[src/rtl/mwc_pkg.sv]
package mwc_pkg;

   typedef enum logic [2:0] {
      SEG_ROM  = 3'd0,
      SEG_RAM  = 3'd1,
      SEG_CORR = 3'd2,
      SEG_SUPP = 3'd3,
      SEG_EEP  = 3'd4,
      SEG_SPR  = 3'd5,
      SEG_NC6  = 3'd6,
      SEG_NC7  = 3'd7
   } seg_e;

   // external targets own a chip select
   function automatic logic seg_is_ext(seg_e s);
      return (s == SEG_ROM) || (s == SEG_RAM) || (s == SEG_EEP) || (s == SEG_SPR);
   endfunction

   // targets slow enough to need bus-release recovery after a read
   function automatic logic seg_is_slow(seg_e s);
      return (s == SEG_ROM) || (s == SEG_EEP) || (s == SEG_SPR);
   endfunction

endpackage

[src/rtl/mwc_decode.sv]
module mwc_decode
   import mwc_pkg::*;
(
   input  logic       req,
   input  logic       wr_en,
   input  logic       byte_en,
   input  logic [2:0] seg,
   input  logic [1:0] lane,
   output seg_e       seg_q,
   output logic [3:0] cs_n,
   output logic       rd_n,
   output logic [3:0] wr_n,
   output logic       slow_rd
);

   logic ext_hit;
   logic byte_mode;

   assign seg_q     = seg_e'(seg);
   assign ext_hit   = req && seg_is_ext(seg_q);
   assign byte_mode = byte_en && (seg_q == SEG_RAM);
   assign rd_n      = !(ext_hit && !wr_en);
   assign slow_rd   = req && !wr_en && seg_is_slow(seg_q);

   // chip select order: [0] ROM, [1] RAM, [2] EEPROM, [3] spare
   always_comb begin
      cs_n = 4'hF;
      if (req) begin
         case (seg_q)
            SEG_ROM: cs_n[0] = 1'b0;
            SEG_RAM: cs_n[1] = 1'b0;
            SEG_EEP: cs_n[2] = 1'b0;
            SEG_SPR: cs_n[3] = 1'b0;
            default: cs_n = 4'hF;
         endcase
      end
   end

   for (genvar i = 0; i < 4; i++) begin : g_lane
      logic lane_on;
      assign lane_on = !byte_mode || (lane == 2'(i));
      assign wr_n[i] = !(ext_hit && wr_en && lane_on);
   end

endmodule

[src/rtl/mwc_wsreg.sv]
module mwc_wsreg #(
   parameter int WS_W     = 3,
   parameter int ROM_MIN  = 1,
   parameter int ROM_MAX  = 3,
   parameter int SLOW_MIN = 3,
   parameter int SLOW_MAX = 6
) (
   input  logic            clk,
   input  logic            rst_n,
   input  logic            we,
   input  logic [WS_W-1:0] rom_in,
   input  logic [WS_W-1:0] eep_in,
   input  logic [WS_W-1:0] spr_in,
   output logic [WS_W-1:0] rom_ws,
   output logic [WS_W-1:0] eep_ws,
   output logic [WS_W-1:0] spr_ws
);

   if (ROM_MIN < 0 || ROM_MIN > ROM_MAX || ROM_MAX >= (1 << WS_W)) begin : g_bad_rom
      $error("mwc_wsreg: ROM wait range does not fit WS_W");
   end
   if (SLOW_MIN < 0 || SLOW_MIN > SLOW_MAX || SLOW_MAX >= (1 << WS_W)) begin : g_bad_slow
      $error("mwc_wsreg: slow wait range does not fit WS_W");
   end

   function automatic logic [WS_W-1:0] fit(input logic [WS_W-1:0] v, input int lo, input int hi);
      if (int'(v) < lo) return WS_W'(lo);
      if (int'(v) > hi) return WS_W'(hi);
      return v;
   endfunction

   always_ff @(posedge clk or negedge rst_n) begin
      if (!rst_n) begin
         rom_ws <= WS_W'(ROM_MAX);
         eep_ws <= WS_W'(SLOW_MAX);
         spr_ws <= WS_W'(SLOW_MAX);
      end else if (we) begin
         rom_ws <= fit(rom_in, ROM_MIN, ROM_MAX);
         eep_ws <= fit(eep_in, SLOW_MIN, SLOW_MAX);
         spr_ws <= fit(spr_in, SLOW_MIN, SLOW_MAX);
      end
   end

   assert_wsr_keep_R10: assert property (@(posedge clk) disable iff (!rst_n)
      (we && int'(eep_in) >= SLOW_MIN && int'(eep_in) <= SLOW_MAX) |=> (eep_ws == $past(eep_in)));

   assert_wsr_clamp_hi_R10: assert property (@(posedge clk) disable iff (!rst_n)
      (we && int'(rom_in) > ROM_MAX) |=> (int'(rom_ws) == ROM_MAX));

   assert_wsr_hold_R10: assert property (@(posedge clk) disable iff (!rst_n)
      !we |=> ($stable(rom_ws) && $stable(eep_ws) && $stable(spr_ws)));

endmodule

[src/rtl/mwc_clkgen.sv]
module mwc_clkgen #(
   parameter int REF_DIV   = 4,
   parameter bit HOLD_HIGH = 1'b0,
   parameter int CNT_W     = 5
) (
   input  logic             clk,
   input  logic             rst_n,
   input  logic [CNT_W-1:0] load,
   output logic             cap,
   output logic             mclk
);

   localparam int PH_W = $clog2(REF_DIV);
   localparam logic [PH_W-1:0] LAST_PH = PH_W'(REF_DIV - 1);
   localparam logic [PH_W-1:0] HALF_PH = PH_W'(REF_DIV / 2);

   if (REF_DIV < 4 || (REF_DIV % 2) != 0) begin : g_bad_div
      $error("mwc_clkgen: REF_DIV must be even and at least 4");
   end

   // hold point: last low tick, or first high tick
   localparam logic [PH_W-1:0] HOLD_PH = HOLD_HIGH ? HALF_PH : PH_W'(REF_DIV / 2 - 1);

   logic [PH_W-1:0]  ph;
   logic [CNT_W-1:0] cnt;
   logic             holding;

   assign cap     = (ph == LAST_PH);
   assign holding = (ph == HOLD_PH) && (cnt != '0);

   always_ff @(posedge clk or negedge rst_n) begin
      if (!rst_n) begin
         ph  <= LAST_PH;
         cnt <= '0;
      end else if (cap) begin
         ph  <= '0;
         cnt <= load;
      end else if (holding) begin
         cnt <= cnt - 1'b1;
      end else begin
         ph <= ph + 1'b1;
      end
   end

   assign mclk = (ph >= HALF_PH);

   assert_stretch_phase_R11: assert property (@(posedge clk) disable iff (!rst_n)
      holding |=> ((ph == HOLD_PH) && $stable(mclk)));

   assert_cycle_start_R4: assert property (@(posedge clk) disable iff (!rst_n)
      cap |=> (!mclk && ph == '0));

endmodule

[src/rtl/memwait_ctrl.sv]
module memwait_ctrl
   import mwc_pkg::*;
#(
   parameter int REF_DIV      = 4,
   parameter bit HOLD_HIGH    = 1'b0,
   parameter int WS_W         = 3,
   parameter int ROM_WS_MIN   = 1,
   parameter int ROM_WS_MAX   = 3,
   parameter int SLOW_WS_MIN  = 3,
   parameter int SLOW_WS_MAX  = 6,
   parameter int SUPP_WS      = 1,
   parameter int CORR_WS      = 1,
   parameter int CORR_EXTRA   = 2,
   parameter int CORR_GAP     = 2
) (
   input  logic            clk,
   input  logic            rst_n,
   input  logic            req,
   input  logic            wr_en,
   input  logic            byte_en,
   input  logic [2:0]      seg,
   input  logic [1:0]      lane,
   input  logic            wsr_we,
   input  logic [WS_W-1:0] wsr_rom,
   input  logic [WS_W-1:0] wsr_eep,
   input  logic [WS_W-1:0] wsr_spr,
   output logic            mclk,
   output logic            rom_cs_n,
   output logic            ram_cs_n,
   output logic            eep_cs_n,
   output logic            spr_cs_n,
   output logic            rd_n,
   output logic [3:0]      wr_n
);

   localparam int MAX_A    = (ROM_WS_MAX > SLOW_WS_MAX) ? ROM_WS_MAX : SLOW_WS_MAX;
   localparam int MAX_B    = (SUPP_WS > CORR_WS + CORR_EXTRA) ? SUPP_WS : CORR_WS + CORR_EXTRA;
   localparam int MAX_WS   = (MAX_A > MAX_B) ? MAX_A : MAX_B;
   localparam int MAX_LOAD = REF_DIV * MAX_WS + 1;
   localparam int CNT_W    = $clog2(MAX_LOAD + 1);
   localparam int GAP_W    = $clog2(CORR_GAP + 1);
   localparam logic [CNT_W-1:0] SUPP_L  = CNT_W'(SUPP_WS);
   localparam logic [CNT_W-1:0] CORR_L  = CNT_W'(CORR_WS);
   localparam logic [CNT_W-1:0] CORRX_L = CNT_W'(CORR_WS + CORR_EXTRA);
   localparam logic [CNT_W-1:0] DIV_L   = CNT_W'(REF_DIV);

   if (CORR_GAP < 1 || CNT_W < WS_W) begin : g_bad_cfg
      $error("memwait_ctrl: CORR_GAP must be at least 1 and counter must hold a register field");
   end

   seg_e            seg_d;
   logic [3:0]      cs_d;
   logic            rd_d;
   logic [3:0]      wr_d;
   logic            slow_d;
   logic [WS_W-1:0] rom_ws, eep_ws, spr_ws;
   logic            cap;
   logic [CNT_W-1:0] ws_sel;
   logic [CNT_W-1:0] load;
   logic            rec_pend;
   logic [GAP_W-1:0] corr_cnt;
   logic            corr_hit;
   logic [3:0]      cs_q;
   logic            rd_q;
   logic [3:0]      wr_q;

   mwc_decode u_dec (
      .req     (req),
      .wr_en   (wr_en),
      .byte_en (byte_en),
      .seg     (seg),
      .lane    (lane),
      .seg_q   (seg_d),
      .cs_n    (cs_d),
      .rd_n    (rd_d),
      .wr_n    (wr_d),
      .slow_rd (slow_d)
   );

   mwc_wsreg #(
      .WS_W     (WS_W),
      .ROM_MIN  (ROM_WS_MIN),
      .ROM_MAX  (ROM_WS_MAX),
      .SLOW_MIN (SLOW_WS_MIN),
      .SLOW_MAX (SLOW_WS_MAX)
   ) u_wsr (
      .clk    (clk),
      .rst_n  (rst_n),
      .we     (wsr_we),
      .rom_in (wsr_rom),
      .eep_in (wsr_eep),
      .spr_in (wsr_spr),
      .rom_ws (rom_ws),
      .eep_ws (eep_ws),
      .spr_ws (spr_ws)
   );

   mwc_clkgen #(
      .REF_DIV   (REF_DIV),
      .HOLD_HIGH (HOLD_HIGH),
      .CNT_W     (CNT_W)
   ) u_clk (
      .clk   (clk),
      .rst_n (rst_n),
      .load  (load),
      .cap   (cap),
      .mclk  (mclk)
   );

   assign corr_hit = req && (seg_d == SEG_CORR);

   always_comb begin
      ws_sel = '0;
      if (req) begin
         case (seg_d)
            SEG_ROM:  ws_sel = CNT_W'(rom_ws);
            SEG_EEP:  ws_sel = CNT_W'(eep_ws);
            SEG_SPR:  ws_sel = CNT_W'(spr_ws);
            SEG_SUPP: ws_sel = SUPP_L;
            SEG_CORR: ws_sel = (corr_cnt != '0) ? CORRX_L : CORR_L;
            default:  ws_sel = '0;
         endcase
      end
   end

   assign load = CNT_W'(ws_sel * DIV_L) + CNT_W'(rec_pend);

   always_ff @(posedge clk or negedge rst_n) begin
      if (!rst_n) begin
         cs_q     <= 4'hF;
         rd_q     <= 1'b1;
         wr_q     <= 4'hF;
         rec_pend <= 1'b0;
         corr_cnt <= '0;
      end else if (cap) begin
         cs_q     <= cs_d;
         rd_q     <= rd_d;
         wr_q     <= wr_d;
         rec_pend <= slow_d;
         if (corr_hit)
            corr_cnt <= GAP_W'(CORR_GAP);
         else if (corr_cnt != '0)
            corr_cnt <= corr_cnt - 1'b1;
      end
   end

   assign rom_cs_n = cs_q[0];
   assign ram_cs_n = cs_q[1];
   assign eep_cs_n = cs_q[2];
   assign spr_cs_n = cs_q[3];
   assign rd_n     = rd_q;
   assign wr_n     = wr_q;

   assert_cs_onehot_R1: assert property (@(posedge clk) disable iff (!rst_n)
      $onehot0(~cs_q));

   assert_rd_wr_excl_R2: assert property (@(posedge clk) disable iff (!rst_n)
      !(!rd_q && wr_q != 4'hF));

   assert_idle_quiet_R1: assert property (@(posedge clk) disable iff (!rst_n)
      (cap && !req) |=> (cs_q == 4'hF && rd_q && wr_q == 4'hF));

   assert_strobe_stable_R11: assert property (@(posedge clk) disable iff (!rst_n)
      !cap |=> ($stable(cs_q) && $stable(rd_q) && $stable(wr_q)));

   assert_corr_spacing_R8: assert property (@(posedge clk) disable iff (!rst_n)
      (cap && corr_hit && corr_cnt != '0) |-> (int'(load) >= REF_DIV * (CORR_WS + CORR_EXTRA)));

endmodule

[config.mk]
export PLATFORM = sky130hd
export DESIGN_NAME = memwait_ctrl
export DESIGN_NICKNAME = d
export VERILOG_FILES = /design/src/rtl/mwc_pkg.sv /design/src/rtl/mwc_decode.sv /design/src/rtl/mwc_wsreg.sv /design/src/rtl/mwc_clkgen.sv /design/src/rtl/memwait_ctrl.sv
export SDC_FILE = /design/constraint.sdc
export NUM_CORES = 1
export LEC_CHECK = 0
export BUFFER_PORTS_ARGS = -buffer_cell sky130_fd_sc_hd__buf_4
export CORE_ASPECT_RATIO = 1.5
export CORE_MARGIN = 2
export CORE_UTILIZATION = 45
export CTS_CLUSTER_SIZE = 10
export DETAILED_ROUTE_END_ITERATION = 10
export PLACE_DENSITY = 0.72
export SETUP_SLACK_MARGIN = 0.4
export SYNTH_ARGS = -nofsm -noshare
export SYNTH_HDL_FRONTEND = slang
export SYNTH_SLANG_ARGS = --single-unit
[constraint.sdc]
create_clock -name clk -period 3.4 [get_ports clk]
set_clock_uncertainty 0.2 [all_clocks]
set_input_delay 0.85 -clock clk [delete_from_list [all_inputs] [get_ports clk]]
set_output_delay 0.85 -clock clk [all_outputs]
set_load 0.02 [all_outputs]
==> results.md, run 1 <==
- Setup fix buffers added after clock tree synthesis: 0
- Average size of a mapped cell: 10.1 µm²
- First-pass GRT wire length: 5020 µm
- Antenna violations before repair: 0
- Cell taking the most area after synthesis: sky130_fd_sc_hd__dfstp_2
- DRT Wirelength: between 2000 and 3000 µm
- Total Neg Setup Slack: 0 ns
- PnR worst setup slack: ~0.86 ns
- Leading cell type by number of instances after synthesis: sky130_fd_sc_hd__nor2_1
- Count of state elements after synthesis: 28
- Remaining Overflow, GRT: 0
- Number of maximum-capacitance constraint violations: 0
- Via Count: between 1k and 1.5k
- Hold Vio Cnt, Final: 0
- TritonCTS Buffers: 3
- Reported leakage power: between 0.0007 and 0.0008 µW
- Area growth syn-to-layout: 20.4%
- Worst-path fanout max: 3
- Number of remaining DRC errors: 0
- Ant. Diodes: 0
- P per Cell Area: 744 nW/µm²
- Area of the core: approximately 3200 µm²
- Cells after synthesis: 147
- Count of flip-flops with a built-in enable after synthesis: 0
- Top area cells in the synthesized netlist: sky130_fd_sc_hd__dfstp_2 (30%), sky130_fd_sc_hd__dfrtp_1 (19%), sky130_fd_sc_hd__ha_1 (5.9%)
- Final Max Tran Viols: 0
- Clock-pin slew reported for the worst setup and hold paths after clock tree synthesis: around 0.090 ns
- Chip Width: 50.9 µm
- Buffers from clock root to sink, at most: 2
- Crit path cell chain: inv_1 > ha_1 > or2_2 > buf_4
- Worst Setup End Kind: output port
- Signal arrival time at the worst endpoint: around 1.5 ns
- Per-cell via count in the routed design: around 5.3
- Initial standard-cell utilization of the core: a little under half
- Class of the tightest hold or removal check: in -> async
- Flop2flop setup slack: approximately 1.5 ns
- Pin count of the biggest net entering global routing: 29
- Floorplan die height: 74.4 µm
- Worst slew slack as a fraction of its limit: 62.8%
- First DRT Iteration DRCs: 31
- Outcome: finished clean
- Total nets after synthesis: approximately 170
- Post-placement setup slack: roughly 1.1 ns
- Part of the Yosys area used for sequential elements: approximately half
- Unrepaired setup endpoints after global routing: no
- Global-route usage over all layers: 17.3%
- Critical path start-end classification: reg -> out
- CTS hold repair buffers: 0
- Pin slew with the least headroom to its limit: between 0.5 and 0.6 ns
- Share of async-settable or async-resettable flops after synthesis: 100%
- Final setup violation count: 0
- Clock insertion delay at the later pin of the skew report: between 0.2 and 0.3 ns
- R2R cell count: 3
- Launch instance of the worst register-to-register path: u_clk.ph[1]
- Data required time at the worst endpoint: roughly 2.4 ns
- Number of iterations in the first detailed-routing pass: 4
- Ratio of cells with drive above 1 in the final layout: a little over a third
- Final critical path time including I/O delays and setup: roughly 2.5 ns
- Root Buffer Master: sky130_fd_sc_hd__clkbuf_8
- Die Area: between 3000 and 4000 µm²
- Fin nets: roughly 200
- Global placement routability congestion: approximately 0.8
- Number of instances resized during post-cts repair: 0
- Max rail drop VDD: 0.000390 V
- Netlist area before placement: 1490 µm²
- Power after layout: 1330 µW
- I/O pin count: 30
- Startpoint type of the worst setup path: flip-flop
- Endpoint of the most critical register-to-register path: wr_n[3]
- Vias in the first global route: 1211
- Main flop type after synthesis: sky130_fd_sc_hd__dfstp_2
- Portion of synthesized cell area occupied by the leading cell type: ~30%
- Number of core rows: 25
- Number of buffers added on ports: 29
- Post-DP HPWL: 2300 µm
- Longest individual stage delay on the worst path: 0.56 ns
- Most instantiated cells after synthesis: sky130_fd_sc_hd__nor2_1 (20), sky130_fd_sc_hd__dfstp_2 (17), sky130_fd_sc_hd__inv_1 (13), sky130_fd_sc_hd__dfrtp_1 (11), sky130_fd_sc_hd__a21oi_1 (10)
- Final Cycle Share: about 75%
- H-tree levels: 1
- Number of clock sinks: 28
- Highest clock rate: slightly below 400 MHz
- Netlist cell types: 36
- Warning count from the yosys run: 0
- Worst-path cell with the longest stage delay: sky130_fd_sc_hd__dfstp_2
- Post-DR wirelength/cell: 13.6 µm
- Critical path origin: u_clk.ph[0]
- Remaining antenna violation count: 0
- Clock tree from TritonCTS: yes
-- how the worst max path moves through the flow --
stage | slack, ns | to | cells after the start
final | 0.86 | mclk | 4
after global routing | 0.77 | mclk | 4
after CTS | 0.84 | mclk | 4
after detailed placement | 1.14 | mclk | 4
after global placement | 1.18 | mclk | 4
after floorplan | 1.28 | mclk | 3
-- layout by cell type, fill, tap and decap left out, types with 4 or more instances in the layout --
| cell | Yosys | routed |
|---|---|---|
| sky130_fd_sc_hd__inv_1 | 13 | 13 |
| sky130_fd_sc_hd__mux2_2 | 5 | 5 |
| sky130_fd_sc_hd__xnor2_1 | 4 | 4 |
| sky130_fd_sc_hd__buf_4 | 0 | 30 |
| sky130_fd_sc_hd__a21oi_1 | 10 | 10 |
| sky130_fd_sc_hd__clkbuf_8 | 0 | 4 |
| sky130_fd_sc_hd__nor2_1 | 20 | 20 |
| sky130_fd_sc_hd__nor2b_1 | 6 | 6 |
| sky130_fd_sc_hd__dfrtp_1 | 11 | 11 |
| sky130_fd_sc_hd__nand2_1 | 6 | 6 |
| sky130_fd_sc_hd__ha_1 | 7 | 7 |
| sky130_fd_sc_hd__o22a_1 | 6 | 6 |
| sky130_fd_sc_hd__a31oi_1 | 7 | 7 |
| sky130_fd_sc_hd__dfstp_2 | 17 | 17 |
-- power by group --
group / internal (µW) / switching, µW / leakage (µW) / total, µW
clock network: 104 / 98.6 / 0.0000288 / 202
registers: 476 / 66.0 / 0.000313 / 542
logic: 281 / 308 / 0.000448 / 589
total: 861 / 472 / 0.000789 / 1330
-- worst max-delay path, delay by kind of cell (launching register included) --
| kind | cells | cell delay [ns] |
|---|---|---|
| buf+inv | 2 | 0.23 |
| flops | 1 | 0.56 |
| simple gates | 1 | 0.26 |
| fa+ha+maj | 1 | 0.18 |
-- per-layer routing --
layer	up-vias	wire [µm]	global-route usage, %
li1	566	-	-
met1	551	1160	19.7
met2	18	1660	31.9
met3	4	62	2.41
met4	0	38	7.21
met5	-	0	0
-- stage by stage --
step / area, µm² / std cells / util [%] / hold slack (ns)
2_1_floorplan: 1490 / 147 / - / 0.249
3_3_place_gp: 1740 / 211 / 55.0 / 0.268
3_5_place_dp: 1740 / 211 / 55.0 / 0.271
4_1_cts: 1790 / 215 / 56.7 / 0.284
5_1_grt: 1790 / 215 / 56.7 / 0.292
6_report: 1790 / 215 / 56.7 / 0.276
-- state kept, by name, indices dropped and copies added, names as in the netlist --
| name | flops |
|---|---|
| u_clk.cnt | 5 |
| cs_q | 4 |
| wr_n | 4 |
| u_wsr.eep_ws | 3 |
| u_wsr.rom_ws | 3 |
| u_wsr.spr_ws | 3 |
| corr_cnt | 2 |
| u_clk.ph | 2 |
| rd_n | 1 |
| rec_pend | 1 |
-- kinds of logic after synthesis --
kind of cell / count (synthesis) / share of synthesized area (%)
mux: 8 / 5.80
buf+inv: 19 / 5.05
flops: 28 / 48.5
xor+xnor: 4 / 2.35
compound gates: 38 / 18.0
simple gates: 43 / 14.4
fa+ha+maj: 7 / 5.89
-- final cells by class --
class                   count  area (µm²)
inverters                  13        48.8
fillers                   296        1370
multi-input cells         100         691
well taps                  40        50.0
clock buffers               4        55.1
repair buffers             30         225
flip-flops and latches     28         722
Power figures use the tool's default switching activity.
==> inputs of run 2 (changes only) <==
PLACE_DENSITY = 0.75   (was 0.72)
clock period = 2.1 ns   (was 3.4 ns; I/O delays follow)
==> results.md, run 2 (synthesized netlist as in run 1, its figures left out) <==
- Floorplan die height: 74.4 µm (unchanged)
- Number of clock sinks: 28 (unchanged)
- Critical path start-end classification: reg -> out (unchanged)
- Area of the core: 3160 µm² (unchanged)
- Number of flip-flops under the largest register name: 5 (unchanged)
- Highest clock rate: around 480 MHz
- Vias in the first global route: 1263 (was 1211)
- Number of core rows: 25 (unchanged)
- Remaining antenna violation count: 0 (unchanged)
- Pin count of the biggest net entering global routing: 29 (unchanged)
- Post-DR wirelength/cell: 13.4 µm (was 13.6 µm)
- Commonest non-fill, non-tap cell in the layout: sky130_fd_sc_hd__buf_4 (unchanged)
- TritonCTS Buffers: 3 (unchanged)
- Ratio of cells with drive above 1 in the final layout: 44.1% (was 35.4%)
- I/O pin count: 30 (unchanged)
- Post-placement setup slack: 0.215 ns (was 1.14 ns)
- P per Cell Area: 1250 nW/µm² (was 744 nW/µm²)
- Area growth syn-to-layout: 32.4% (was 20.4%)
- Pin slew with the least headroom to its limit: 0.350 ns (was 0.558 ns)
- Worst-path fanout max: 2 (was 3)
- Final Max Tran Viols: 0 (unchanged)
- Class of the tightest hold or removal check: in -> reg (was in -> async)
- Post-DP HPWL: 2250 µm (was 2300 µm)
- Hold Vio Cnt, Final: 0 (unchanged)
- Remaining Overflow, GRT: 0 (unchanged)
- Core utilization of the finished layout: 62.3% (was 56.7%)
- Chip Width: 50.9 µm (unchanged)
- First DRT Iteration DRCs: 31 (unchanged)
- DRT Wirelength: 3030 µm (was 2930 µm)
- Power after layout: 2460 µW (was 1330 µW)
- Most flops, register: u_clk.cnt (unchanged)
- Clock-pin slew reported for the worst setup and hold paths after clock tree synthesis: 0.09 ns (about the same)
- Number of iterations in the first detailed-routing pass: 4 (unchanged)
- H-tree levels: 1 (unchanged)
- Buffers from clock root to sink, at most: 2 (unchanged)
- Final Cycle Share: between 90% and 100%
- Die Area: 3790 µm² (unchanged)
- Outcome: finished clean (unchanged)
- Antenna violations before repair: 0 (unchanged)
- Initial standard-cell utilization of the core: 47.1% (unchanged)
- Signal arrival time at the worst endpoint: 1.37 ns (was 1.49 ns)
- PnR worst setup slack: 0.00376 ns (was 0.856 ns)
- Number of buffers added on ports: 29 (unchanged)
- Global-route usage over all layers: 18.2% (was 17.3%)
- Unrepaired setup endpoints after global routing: yes (was no)
- Global Route met2 Usage: 35.6% (was 31.9%)
- Final critical path time including I/O delays and setup: around 2.1 ns
- Most frequent cells in the layout: sky130_fd_sc_hd__buf_4 (32), sky130_fd_sc_hd__nor2_1 (18), sky130_fd_sc_hd__dfstp_2 (17) (was sky130_fd_sc_hd__buf_4 (30), sky130_fd_sc_hd__nor2_1 (20), sky130_fd_sc_hd__dfstp_2 (17))
- Met3 track demand over resource: 2.41% (unchanged)
- Via Count: 1195 (was 1139)
- Worst Setup End Kind: output port (unchanged)
- Data required time at the worst endpoint: 1.37 ns (was 2.35 ns)
- Max rail drop VDD: 0.000672 V (was 0.000390 V)
- Reported leakage power: 0.000865 µW (was 0.000789 µW)
- Final Instance Area: 1970 µm² (was 1790 µm²)
- Final setup violation count: 0 (unchanged)
- GRT Max-Usage Layer: met2 (unchanged)
- Clock insertion delay at the later pin of the skew report: 0.28 ns (was 0.27 ns)
- Fin nets: 214 (was 203)
- Number of maximum-capacitance constraint violations: 0 (unchanged)
- Worst slew slack as a fraction of its limit: 76.7% (was 62.8%)
- Global placement routability congestion: 0.804 (was 0.803)
- Number of remaining DRC errors: 0 (unchanged)
- Global-route met1 utilization: 18.5% (was 19.7%)
- First-pass GRT wire length: 5250 µm (was 5020 µm)
- Root Buffer Master: sky130_fd_sc_hd__clkbuf_8 (unchanged)
- Ant. Diodes: 0 (unchanged)
- Startpoint type of the worst setup path: flip-flop (unchanged)
- Cell area after placement: 1750 µm² (was 1740 µm²)
- Clock tree from TritonCTS: yes (unchanged)
- Per-cell via count in the routed design: 5.29 (was 5.30)
[run 2: cell types whose count changed in the layout (fill, tap and decap cells not counted), sizes merged]
cell | previous run | this run
dlygate4sd3 | 0 | 1
buf | 30 | 40
[run 2: metrics by stage]
step | setup TNS [ns] | hold WS, ns | std cells
after floorplan | 0 | 0.0294 | 147
after global placement | 0 | 0.253 | 213
after detailed placement | 0 | 0.263 | 213
after CTS | -0.00880 | 0.199 | 223
after global routing | -0.0330 | 0.206 | 226
final | 0 | 0.202 | 226
[run 2: report_power, final]
group	switching [µW]	internal, µW
sequential	116	771
combinational	581	659
clock	165	168
[run 2: worst max-delay path: stages, from the launching register on]
cell                      delay, ns
sky130_fd_sc_hd__dfstp_2       0.55
sky130_fd_sc_hd__inv_2         0.04
sky130_fd_sc_hd__ha_2          0.16
sky130_fd_sc_hd__or2_4         0.22
sky130_fd_sc_hd__buf_6         0.13
[run 2: timing repair]
action | in CTS | in global routing
hold buffers | 1 | 0
cloned | 0 | 0
gates resized for setup | 11 | 11
endpoints found under the setup margin | 16 | 18
endpoints found under the hold margin | 11 | 0
pin swaps | 3 | 3
setup buffers | 5 | 3
[run 2: layer usage]
layer | routed length [µm] | share of wire (%)
met4 | 58 | 1.9
met5 | 0 | 0
met1 | 1140 | 38
met3 | 77 | 2.5
met2 | 1760 | 58
[run 2: final cells by class]
cell class | count | area, µm²
Tap cell | 40 | 50.0
Timing Repair Buffer | 41 | 340
Fill cell | 277 | 1190
Clock buffer | 4 | 55.1
Sequential cell | 28 | 722
Multi-Input combinational cell | 100 | 753
Inverter | 13 | 48.8
[run 2: final timing paths]
path	from	end	slack [ns]	cells past startpoint
max	u_clk.ph[0]	mclk	0.004	4
min	wsr_spr[2]	u_wsr.spr_ws[1]	0.20	2
max reg2reg	u_clk.cnt[0]	u_clk.cnt[0]	0.30	6
min reg2reg	rec_pend	u_clk.cnt[0]	0.29	2
max in group asynchronous	rst_n	cs_q[0]	0.90	2
min in group asynchronous	rst_n	corr_cnt[1]	0.49	2
==> inputs of run 3 (changes only) <==
CELL_PAD_IN_SITES_DETAIL_PLACEMENT = 1   (was not set)
CELL_PAD_IN_SITES_GLOBAL_PLACEMENT = 2   (was not set)
CORE_UTILIZATION = 30   (was 45)
PLACE_DENSITY = 0.79   (was 0.75)
==> results.md, run 3 (synthesized netlist as in run 1, its figures left out) <==
- Unrepaired setup endpoints after global routing: yes (unchanged)
- Clock insertion delay at the later pin of the skew report: 0.27 ns (was 0.28 ns)
- Root Buffer Master: sky130_fd_sc_hd__clkbuf_8 (unchanged)
- R2R cell count: 6 (unchanged)
- Global-route usage over all layers: 14.1% (was 18.2%)
- First-pass GRT wire length: 5980 µm (was 5250 µm)
- Worst-path fanout max: 2 (unchanged)
- DRT Wirelength: 3580 µm (was 3030 µm)
- Startpoint type of the worst setup path: flip-flop (unchanged)
- Launch instance of the worst register-to-register path: u_clk.cnt[1] (was u_clk.cnt[0])
- Class of the tightest hold or removal check: in -> reg (unchanged)
- Number of clock sinks: 28 (unchanged)
- Min-Delay Path Depth: 2 (unchanged)
- Flop2flop setup slack: 0.28 ns (was 0.30 ns)
- Ratio of cells with drive above 1 in the final layout: 42.7% (was 44.1%)
- Fin nets: 213 (was 214)
- Hold Vio Cnt, Final: 0 (unchanged)
- Ant. Diodes: 0 (unchanged)
- Post-placement setup slack: 0.214 ns (was 0.215 ns)
- Area growth syn-to-layout: 35.7% (was 32.4%)
- Most flops, register: u_clk.cnt (unchanged)
- Placed Cells: 238 (was 213)
- Area of the core: 4810 µm² (was 3160 µm²)
- Total Neg Setup Slack: -0.00844 ns (was 0 ns)
- Pin slew with the least headroom to its limit: 0.428 ns (was 0.350 ns)
- Vias in the first global route: 1302 (was 1263)
- Remaining antenna violation count: 0 (unchanged)
- Number of iterations in the first detailed-routing pass: 3 (was 4)
- HP Start: wsr_spr[2] (unchanged)
- Violated checks: negative setup slack
- Net switching fraction of the power: 35.3% (was 35.1%)
- Number of flip-flops under the largest register name: 5 (unchanged)
- Number of remaining DRC errors: 0 (unchanged)
- Number of maximum-capacitance constraint violations: 0 (unchanged)
- Total net switching power: 884 µW (was 863 µW)
- End point of the worst hold path: u_wsr.spr_ws[1] (unchanged)
- Final critical path time including I/O delays and setup: 2.11 ns (was 2.10 ns)
- Cell internal power dissipation: 1620 µW (was 1600 µW)
- Post-DP HPWL: 2590 µm (was 2250 µm)
- H-tree levels: 1 (unchanged)
- Post-DR wirelength/cell: 14.3 µm (was 13.4 µm)
- Final setup violation count: 1 (was 0)
- Clock-pin slew reported for the worst setup and hold paths after clock tree synthesis: 0.09 ns (about the same)
- Worst-path cell with the longest stage delay: sky130_fd_sc_hd__dfstp_2 (unchanged)
- Max rail drop VDD: 0.000489 V (was 0.000672 V)
- PnR worst setup slack: -0.00844 ns (was 0.00376 ns)
- Final Max Tran Viols: 0 (unchanged)
- Chip Width: 61.5 µm (was 50.9 µm)
- I/O pin count: 30 (unchanged)
- Number of buffers added on ports: 29 (unchanged)
- Die Area: 5550 µm² (was 3790 µm²)
- Pin count of the biggest net entering global routing: 29 (unchanged)
- Post-route non-filler standard cell count: 251 (was 226)
- Endpoint of the most critical register-to-register path: u_clk.cnt[3] (was u_clk.cnt[0])
- Largest delay share family, worst path: flip-flops (unchanged)
- Initial standard-cell utilization of the core: 30.9% (was 47.1%)
- Floorplan die height: 90.2 µm (was 74.4 µm)
- Final Cycle Share: 100% (was 99.8%)
- Flop pwr share: 35.4% (was 36.1%)
- Most frequent cells in the layout: sky130_fd_sc_hd__buf_4 (30), sky130_fd_sc_hd__nor2_1 (19), sky130_fd_sc_hd__dfstp_2 (17) (was sky130_fd_sc_hd__buf_4 (32), sky130_fd_sc_hd__nor2_1 (18), sky130_fd_sc_hd__dfstp_2 (17))
- Number of core rows: 31 (was 25)
- Via Count: 1183 (was 1195)
- Part of the total power dissipated in the clock network: 12.1% (was 13.5%)
- Critical path origin: u_clk.ph[0] (unchanged)
- Worst slew slack as a fraction of its limit: 71.4% (was 76.7%)
- Highest clock rate: 474 MHz (was 477 MHz)
- Clock tree from TritonCTS: yes (unchanged)
- Worst Setup End Kind: output port (unchanged)
- Global placement routability congestion: 0.736 (was 0.804)
- Commonest non-fill, non-tap cell in the layout: sky130_fd_sc_hd__buf_4 (unchanged)
- P per Cell Area: 1240 nW/µm² (was 1250 nW/µm²)
- Outcome: finished with violations (was finished clean)
- Data required time at the worst endpoint: 1.37 ns (about the same)
- Logic pwr share: 52.5% (was 50.4%)
- Antenna violations before repair: 0 (unchanged)
- Signal arrival time at the worst endpoint: 1.38 ns (was 1.37 ns)
- First DRT Iteration DRCs: 19 (was 31)
- Per-cell via count in the routed design: 4.71 (was 5.29)
- Remaining Overflow, GRT: 0 (unchanged)
- TritonCTS Buffers: 3 (unchanged)
- Count of buffering cells on the critical path with inverters included: 2 (unchanged)
- Buffers from clock root to sink, at most: 2 (unchanged)
- Reported leakage power: 0.000868 µW (was 0.000865 µW)
- Longest individual stage delay on the worst path: 0.56 ns (was 0.55 ns)
- Filler instances: 588 (was 277)
- Crit path cell chain: inv_2 > ha_2 > or2_4 > buf_6 (unchanged)
- Critical path start-end classification: reg -> out (unchanged)
[run 3: changes by cell type in the layout (fill, tap and decap cells not counted)]
cell | before | now
sky130_fd_sc_hd__nor2_1 | 18 | 19
sky130_fd_sc_hd__o2111ai_2 | 1 | 0
sky130_fd_sc_hd__buf_6 | 8 | 7
sky130_fd_sc_hd__nor2_2 | 1 | 0
sky130_fd_sc_hd__o21ai_0 | 2 | 1
sky130_fd_sc_hd__buf_12 | 0 | 1
sky130_fd_sc_hd__bufbuf_16 | 0 | 1
sky130_fd_sc_hd__buf_4 | 32 | 30
sky130_fd_sc_hd__clkbuf_1 | 0 | 1
sky130_fd_sc_hd__o21ai_1 | 1 | 2
sky130_fd_sc_hd__clkbuf_8 | 4 | 3
sky130_fd_sc_hd__o2111ai_4 | 0 | 1
sky130_fd_sc_hd__o21ai_2 | 0 | 1
sky130_fd_sc_hd__o21ai_4 | 1 | 0
[run 3: per-stage QoR]
| stage | hold WS (ns) | utilization (%) | power, µW | instance area (µm²) |
|---|---|---|---|---|
| 3_3_place_gp | 0.260 | 37.3 | 1840 | 1790 |
| 5_1_grt | 0.208 | 42.0 | 2680 | 2020 |
| 4_1_cts | 0.192 | 41.0 | 2470 | 1970 |
| 6_report | 0.200 | 42.0 | 2510 | 2020 |
| 3_5_place_dp | 0.270 | 37.3 | 1910 | 1790 |
| 2_1_floorplan | 0.0294 | - | 1570 | 1500 |
[run 3: what timing repair did]
action / 4_1_cts / 5_1_grt
endpoints found under the setup margin: 12 / 17
gates resized for setup: 13 / 8
pin swaps: 1 / 2
cloned: 1 / 0
setup buffers: 5 / 2
endpoints found under the hold margin: 11 / 0
hold buffers: 1 / 0
[run 3: worst max path at each step]
stage / to / slack [ns] / depth (start not counted)
after global placement: mclk / 0.25 / 4
after global routing: mclk / -0.04 / 4
after floorplan: u_clk.cnt[0] / 0.37 / 6
after CTS: mclk / -0.01 / 4
final: mclk / -0.008 / 4
after detailed placement: mclk / 0.21 / 4
[run 3: power by group through the flow]
stage | clock, µW | combinational (µW) | sequential, µW
after floorplan | 0 | 626 | 946
after global placement | 0 | 966 | 878
after detailed placement | 0 | 1020 | 894
after CTS | 317 | 1270 | 879
after global routing | 332 | 1440 | 908
final | 303 | 1320 | 888
[run 3: final cells by class]
| class | instances | area [µm²] | area share (%) |
|---|---|---|---|
| multi-input cells | 100 | 754 | 37.4 |
| flip-flops and latches | 28 | 722 | 35.7 |
| repair buffers | 40 | 367 | 18.2 |
| well taps | 66 | 82.6 | 4.09 |
| inverters | 13 | 48.8 | 2.42 |
| clock buffers | 4 | 45.0 | 2.23 |
[run 3: routing by layer]
layer  GRT usage [%]  part of all wire [%]  wire (µm)  vias to the layer above
met2            26.4                    58       2080                       15
met4            3.72                   1.1         38                        0
li1                -                     -          -                      588
met1            15.7                    39       1390                      576
met3            1.58                   2.0         73                        4
met5               0                     0          0                        -
